--- src/rtl/tlb_pkg.sv ---
package tlb_pkg;
  // Source of the entry selected for the next refill.
  typedef enum logic {
    VIC_FREE = 1'b0,  // lowest-index invalid entry
    VIC_RR   = 1'b1   // table full: round-robin pointer
  } vic_src_e;
endpackage

--- src/rtl/tlb_match.sv ---
module tlb_match #(
  parameter int ENTRIES = 8,
  parameter int VPN_W   = 20,
  parameter int ASID_W  = 8,
  parameter int IDX_W   = 3
) (
  input  logic [ENTRIES-1:0] vld,
  input  logic [VPN_W-1:0]   ent_vpn  [ENTRIES],
  input  logic [ASID_W-1:0]  ent_asid [ENTRIES],
  input  logic [VPN_W-1:0]   key_vpn,
  input  logic [ASID_W-1:0]  key_asid,
  output logic               hit,
  output logic [IDX_W-1:0]   idx
);
  logic [ENTRIES-1:0] eq;

  for (genvar g = 0; g < ENTRIES; g++) begin : g_cmp
    assign eq[g] = vld[g] && (ent_vpn[g] == key_vpn) && (ent_asid[g] == key_asid);
  end

  // Scan from the top down so that the lowest matching index is the one left.
  always_comb begin
    idx = '0;
    for (int i = ENTRIES - 1; i >= 0; i--) begin
      if (eq[i]) idx = IDX_W'(i);
    end
  end

  assign hit = |eq;
endmodule

--- src/rtl/tlb_victim.sv ---
module tlb_victim
  import tlb_pkg::*;
#(
  parameter int ENTRIES = 8,
  parameter int IDX_W   = 3
) (
  input  logic [ENTRIES-1:0] vld,
  input  logic [IDX_W-1:0]   rr_ptr,
  output logic [IDX_W-1:0]   vic_idx,
  output vic_src_e           vic_src
);
  logic [IDX_W-1:0] free_idx;

  always_comb begin
    free_idx = '0;
    for (int i = ENTRIES - 1; i >= 0; i--) begin
      if (!vld[i]) free_idx = IDX_W'(i);
    end
  end

  assign vic_src = (&vld) ? VIC_RR : VIC_FREE;
  assign vic_idx = (vic_src == VIC_RR) ? rr_ptr : free_idx;
endmodule

--- src/rtl/tlb_asid.sv ---
module tlb_asid
  import tlb_pkg::*;
#(
  parameter int ENTRIES = 8,
  parameter int VPN_W   = 20,
  parameter int ASID_W  = 8,
  parameter int PFN_W   = 16,
  parameter int OFF_W   = 12
) (
  input  logic                   clk,
  input  logic                   rst_n,
  input  logic                   lk_valid,
  output logic                   lk_ready,
  input  logic [VPN_W-1:0]       lk_vpn,
  input  logic [ASID_W-1:0]      lk_asid,
  input  logic [OFF_W-1:0]       lk_off,
  output logic                   res_valid,
  input  logic                   res_ready,
  output logic                   res_hit,
  output logic [PFN_W+OFF_W-1:0] res_paddr,
  input  logic                   fill_en,
  input  logic [VPN_W-1:0]       fill_vpn,
  input  logic [ASID_W-1:0]      fill_asid,
  input  logic [PFN_W-1:0]       fill_pfn,
  input  logic                   flush
);
  localparam int IDX_W = (ENTRIES > 1) ? $clog2(ENTRIES) : 1;
  localparam int PA_W  = PFN_W + OFF_W;
  localparam logic [IDX_W-1:0] LAST = IDX_W'(ENTRIES - 1);

  // Entry storage
  logic [ENTRIES-1:0] vld_q;
  logic [VPN_W-1:0]   ent_vpn  [ENTRIES];
  logic [ASID_W-1:0]  ent_asid [ENTRIES];
  logic [PFN_W-1:0]   ent_pfn  [ENTRIES];
  logic [IDX_W-1:0]   rr_q;

  logic             m_hit;
  logic [IDX_W-1:0] m_idx;
  logic [IDX_W-1:0] vic_idx;
  vic_src_e         vic_src;
  logic             accept;
  logic             do_fill;

  tlb_match #(
    .ENTRIES(ENTRIES), .VPN_W(VPN_W), .ASID_W(ASID_W), .IDX_W(IDX_W)
  ) u_match (
    .vld(vld_q), .ent_vpn(ent_vpn), .ent_asid(ent_asid),
    .key_vpn(lk_vpn), .key_asid(lk_asid),
    .hit(m_hit), .idx(m_idx)
  );

  tlb_victim #(
    .ENTRIES(ENTRIES), .IDX_W(IDX_W)
  ) u_victim (
    .vld(vld_q), .rr_ptr(rr_q), .vic_idx(vic_idx), .vic_src(vic_src)
  );

  assign lk_ready = !res_valid || res_ready;
  assign accept   = lk_valid && lk_ready;
  assign do_fill  = fill_en && !flush;

  // Valid bits and replacement pointer
  always_ff @(posedge clk) begin
    if (!rst_n || flush) begin
      vld_q <= '0;
      rr_q  <= '0;
    end else if (fill_en) begin
      vld_q[vic_idx] <= 1'b1;
      if (vic_src == VIC_RR) rr_q <= (rr_q == LAST) ? '0 : rr_q + 1'b1;
    end
  end

  // Entry payload, no reset needed
  always_ff @(posedge clk) begin
    if (do_fill) begin
      ent_vpn[vic_idx]  <= fill_vpn;
      ent_asid[vic_idx] <= fill_asid;
      ent_pfn[vic_idx]  <= fill_pfn;
    end
  end

  // Result register
  always_ff @(posedge clk) begin
    if (!rst_n) begin
      res_valid <= 1'b0;
      res_hit   <= 1'b0;
      res_paddr <= '0;
    end else if (accept) begin
      res_valid <= 1'b1;
      res_hit   <= m_hit;
      res_paddr <= m_hit ? {ent_pfn[m_idx], lk_off} : PA_W'(0);
    end else if (res_ready) begin
      res_valid <= 1'b0;
      res_hit   <= 1'b0;
      res_paddr <= '0;
    end
  end
endmodule

--- config.mk ---
export PLATFORM = sky130hd
export DESIGN_NAME = tlb_asid
export DESIGN_NICKNAME = d
export VERILOG_FILES = /design/src/rtl/tlb_pkg.sv /design/src/rtl/tlb_match.sv /design/src/rtl/tlb_victim.sv /design/src/rtl/tlb_asid.sv
export SDC_FILE = /design/constraint.sdc
export NUM_CORES = 1
export LEC_CHECK = 0
export BUFFER_PORTS_ARGS = -buffer_cell sky130_fd_sc_hd__buf_2
export CAP_MARGIN = 20
export CORE_MARGIN = 10
export CORE_UTILIZATION = 40
export DETAILED_ROUTE_END_ITERATION = 8
export GPL_TIMING_DRIVEN = 0
export MAX_ROUTING_LAYER = met4
export PLACE_DENSITY = 0.65
export SYNTH_ARGS = -nofsm -noshare
export SYNTH_HDL_FRONTEND = slang
export SYNTH_SLANG_ARGS = --single-unit
--- constraint.sdc ---
create_clock -name clk -period 3.9 [get_ports clk]
set_input_delay 0.195 -clock clk [delete_from_list [all_inputs] [get_ports clk]]
set_output_delay 0.195 -clock clk [all_outputs]
set_load 0.05 [all_outputs]
# Word-level counts from Yosys, hierarchy flattened
# Memory sizes are Yosys's and may differ from the RTL's.
# Index checks and enable logic that the tools add are counted.
# word_totals
ff_bits	265
latch_bits	0
ramBits	128
romBits	0
inputBits	90
output_inout_bits	31
elab_cells	110
mem_count	1
# mem_list
name	depth	word_bits	rd	rd_clocked_by_memory_dff	wr	line_no	text
ent_pfn	8	16	1	0	1	tlb_asid.sv:35	logic [PFN_W-1:0] ent_pfn [ENTRIES];
# op_classes
addsub	1
mul	0
n_div	0
order_cmp	4
eq_ne	17
shift	0
muxes	35
n_bitwise	2
reduce_logical	29
# ops
cell	count
160-bit bitwise mux	1
20-bit equality test	8
28-bit two-way mux	3
64-bit bitwise mux	1
8-bit equality test	8
20-bit demux with 3-bit select	1
3-bit two-way mux	18
8-bit demux with 3-bit select	1
1-bit logical AND	20
20-bit two-way mux	1
8-bit two-way mux	1
8-bit OR	1
8-bit AND reduction	1
8-bit OR reduction	1
1-bit two-way mux	7
4-bit >= comparator, second input constant	1
3-bit by 4-bit less-than comparator with 1-bit output, second input constant	1
4-bit by 1-bit less-than comparator with 1-bit output, second input constant	1
3-bit inverter with 4-bit output	1
3-bit by 1-bit adder with 3-bit output, second input constant	1
1-bit demux with 3-bit select	1
3-bit equality test, second input constant	1
3-bit by 1-bit >= comparator with 1-bit output, second input constant	1
1-bit zero test	3
other kinds (3)	4

# Longest topological paths before layout
# logic_depth
depth_word	15
ltp_mapped	13
mapped_depth_nobuf	9

# Hierarchy
# A second synthesis with hierarchy kept.
# unflattened
cells_unflattened	991
hier_area_um2	15974.1
# by_module_without_submodules
module	n_inst	cells_each	area_per_inst_um2	seq_area_each_um2
tlb_asid	1	628	13180.1	11390.9
tlb_match	1	348	2711.4	0.0
tlb_victim	1	15	82.6	0.0

# Worst setup path after synthesis
# No wires, ideal clock.
# synth_timing
path_kind	reg2reg
from	register vld_q[4] (netlist name)
to	register ent_asid[24] (netlist name) (enable)
setup_ps	446
t_arrival_ps	3108
required_time_ps	3454
path_slack_ps	347
path_stages_with_launch	7
synth_period_minus_slack_ps	3553
cell_sequence	dfxtp_1 > nand4_1 > nor2_1 > inv_1 > o2111ai_1 > nand2_1 > nor2_1
# synth_rtl
item	line_no	text
end signal: indexed assignment	tlb_asid.sv:78	ent_asid[vic_idx] <= fill_asid;
end: declaration	tlb_asid.sv:34	logic [ASID_W-1:0] ent_asid [ENTRIES];

# Worst setup path in the final report
# layout_timing
from	register ent_asid[59] (netlist name)
to	register res_paddr[14]
# layout_via
elab_chain_cells	6
word_cells_on_any_way	7
classes_between	eq/ne (1); mux (3); reduce/logical (2); memory (1)
# layout_rtl
item	line_no	text
8-bit equality test *	tlb_match.sv:18	assign eq[g] = vld[g] && (ent_vpn[g] == key_vpn) && (ent_asid[g] == key_asid);
1-bit logical AND *	tlb_match.sv:18	
3-bit two-way mux	tlb_match.sv:25	if (eq[i]) idx = IDX_W'(i);
memory read 8 x 16 bit	--	
28-bit two-way mux *	tlb_asid.sv:92	res_paddr <= m_hit ? {ent_pfn[m_idx], lk_off} : PA_W'(0);
28-bit two-way mux *	tlb_asid.sv:89	end else if (accept) begin
end signal: assignment	tlb_asid.sv:92	
end: declaration	tlb_asid.sv:20	output logic [PFN_W+OFF_W-1:0] res_paddr,
# Every way passes the cells marked *; elsewhere a longest branch is shown, timed or not.
# A chain may end at the register's enable or synchronous reset.

==> flow_metrics.env <==
export IMPL_clk_pin_slew_ns=0.06
export IMPL_yosys_top_cells_area="edfxtp_1 62%, xnor2_1 7.9%, dfxtp_1 4.8%, xor2_1 2.8%, nand2_1 2.6%"
export IMPL_grt_pass1_vias=10700
export IMPL_stdcell_count=1987
export IMPL_track_usage_pct=17.7
export IMPL_cap_violations=0
export IMPL_crit_arrival_ns=4.21
export IMPL_die_width_um=226
export IMPL_cts_buffers=42
export IMPL_met1_length_um=18700
export IMPL_synth_main_ff_cell="edfxtp_1"
export IMPL_cp_start_kind="flip-flop"
export IMPL_drive_gt1_share_pct=15.7
export IMPL_fin_crit_sh_pct=96.1
export IMPL_die_area_sq_um=51000
export IMPL_yosysUniqueCellTypes=56
export IMPL_p_per_area_nw_per_um2=440
export IMPL_yosysTopAreaCellShare_pct=62.4
export IMPL_synth_async_reset_ratio_pct=0
export IMPL_final_area_sq_um=20100
export IMPL_tightestPinTransition_ns=0.872
export IMPL_finalNetCount=1508
export IMPL_p_clk_share_pct=42.9
export IMPL_cp_max_fo=10
export IMPL_n_antenna_cell=0
export IMPL_setup_viol_count_final=0
export IMPL_final_common_cell="edfxtp_1"
export IMPL_grt_first_pass_wirelength_um=65900
export IMPL_htree_num_levels=2
export IMPL_met3_length_um=2520
export IMPL_synthesis_instances=1227
export IMPL_vias_per_cell=5.30
export IMPL_slew_viol_final=0
export IMPL_synth_edf_count=352
export IMPL_clkSinkCount=393
export IMPL_clk_path_buf_depth=3
export IMPL_final_util_pct=48.0
export IMPL_finClkSkew_ns=0.0245
export IMPL_synth_area_sq_um=16900
export IMPL_wl_per_cell_um=22.3
export IMPL_vias=10500
export IMPL_hold_path_class="in2reg"
export IMPL_crit_type="reg2reg"
export IMPL_avgSynthCellArea_sq_um=13.8
export IMPL_initial_utilization_pct=40.4
export IMPL_top_layer_used="met4"
export IMPL_end_kind="flip-flop"
export IMPL_ios=121
export IMPL_dpl_cell_area_sq_um=18300
export IMPL_leakage_nw=6.75
export IMPL_synth_top_area_cell="edfxtp_1"
export IMPL_final_antenna_net_count=0
export IMPL_dieHeight_um=226
export IMPL_rsz0062_at_grt="false"
export IMPL_internal_power_mw=6.98
export IMPL_synth_nets=1319
export IMPL_cp_required_ns=4.37
export IMPL_drt_iter0_drc=943
export IMPL_pwr_share_seq_pct=52.2
export IMPL_rows=75
export IMPL_synth_seq_area_share_pct=67.2
export IMPL_relSlewSlack_pct=41.7
export IMPL_outcome="completed"
export IMPL_fin_crit_ns=3.75
export IMPL_coreArea_sq_um=41900
export IMPL_antenna_found_initial=0
export IMPL_port_buffers=91
export IMPL_drc=0
export IMPL_placed_cells=1866
export IMPL_p_comb_share_pct=4.8
export IMPL_nFillCells=3547
export IMPL_gp_congestion=0.853
export IMPL_synth_seq_cells=393
export IMPL_cts_root_buf="clkbuf_16"
export IMPL_grt_ovfl_total=0
export IMPL_wl_um=44400
export IMPL_most_common_layout_cells="352 x edfxtp_1, 152 x xnor2_1, 119 x nand2_1"
export IMPL_switching_share_pct=21.2
export IMPL_hold_violations=0
export IMPL_route_met2_wl_um=22000
export IMPL_p_sw_mw=1.88
export IMPL_grt_max_degree=31
export IMPL_vdd_drop_max_mv=0.365
export IMPL_post_cts_buffers=0
export IMPL_p_total_mw=8.86
export IMPL_drt_pass1_iter_count=5
export IMPL_holdWs_ns=0.00435
export IMPL_worstSkewPairLatency_ns=0.55
export IMPL_ys_warn_count=0
export IMPL_cts_tree="done"
export IMPL_dp_hpwl_um=31400
export IMPL_max_freq_mhz=267
export IMPL_syn_to_final_growth_pct=18.7
==> cell type report <==
class / count / area, sq um / share of cell area [%]
Multi-Input combinational cell: 714 / 5100 / 25.3
Buffer: 69 / 369 / 1.83
Clock buffer: 61 / 1160 / 5.78
Timing Repair Buffer: 145 / 1110 / 5.51
Sequential cell: 393 / 11400 / 56.6
Tap cell: 539 / 674 / 3.35
Clock inverter: 15 / 126 / 0.628
Inverter: 51 / 191 / 0.951
==> final timing paths <==
check           startpoint             to  cells after the start  slack (ns)
max           ent_asid[59]  res_paddr[14]                     11        0.15
min reg2reg  ent_pfn[7][5]  res_paddr[17]                      2        0.48
max reg2reg   ent_asid[59]  res_paddr[14]                     11        0.15
min                  rst_n      res_valid                      2       0.004
==> timing repair <==
action,CTS,global route
hold buffers,44,1
setup endpoints to repair,6,16
hold endpoints to repair,253,3
resized for setup,1,8
==> power by group through the flow <==
stage	combinational (mW)	sequential, mW	clock (mW)
6_report	0.429	4.63	3.80
5_1_grt	0.464	4.62	4.03
4_1_cts	0.432	4.62	3.85
3_5_place_dp	0.394	4.71	0
3_3_place_gp	0.380	4.72	0
2_1_floorplan	0.207	4.72	0
==> per-layer routing <==
layer / track usage, % / vias to the layer above
met5: - / -
met4: 4.88 / 0
met3: 2.52 / 74
met2: 29.9 / 361
met1: 21.9 / 5177
li1: - / 4922
==> sequential cells by signal, indices dropped and copies added (netlist names) <==
signal and flops:
ent_asid 64, ent_pfn 128, ent_vpn 160, res_hit 1, res_paddr 28, res_valid 1, rr_q 3, vld_q 8
==> worst max-delay path: stages, from the launching register on <==
cell and delay (ns):
edfxtp_1 0.39, xnor2_1 0.17, nand4_1 0.20, nor4_2 0.59, nand4_1 0.29, buf_2 0.30
o211ai_1 0.28, clkbuf_1 0.42, nor2_1 0.07, a2111oi_0 0.59, o32ai_1 0.23, nor2_1 0.14
==> cell usage after synthesis (4+ instances only) <==
library cell / number
a2111oi_0: 8
a2111oi_2: 10
a211oi_1: 16
a21boi_0: 18
a21oi_1: 12
a22oi_1: 13
and2_1: 4
and3_1: 5
buf_2: 23
buf_4: 5
buf_6: 8
clkbuf_1: 30
dfxtp_1: 41
edfxtp_1: 352
inv_1: 50
mux2i_1: 16
nand2_1: 119
nand2b_1: 11
nand3_1: 12
nand3b_1: 16
nand4_1: 36
nand4b_1: 15
nor2_1: 57
nor2b_1: 16
nor4_1: 39
o2111ai_1: 4
o21ai_0: 16
o21ai_1: 5
o221ai_1: 18
o32ai_1: 16
xnor2_1: 152
xor2_1: 54
==> kinds of logic after synthesis <==
kind of cell | count (synthesis) | synth area share [%]
XOR/XNOR | 206 | 10.6
adder cells (fa/ha/maj) | 2 | 0.148
AO/OA/AOI/OAI | 148 | 7.07
AND/OR/NAND/NOR | 342 | 10.7
flip-flops | 393 | 67.2
buffers and inverters | 120 | 3.30
multiplexers | 16 | 0.945
==> per-stage QoR <==
stage | setup slack [ns] | setup TNS (ns)
CTS | 0.00346 | 0
finish | 0.153 | 0
global placement | -1.57 | -441.69
global route | 0.00409 | 0
detailed placement | -0.363 | -2.39
floorplan | 0.347 | 0
No activity file was read; power rests on OpenSTA's default activity.
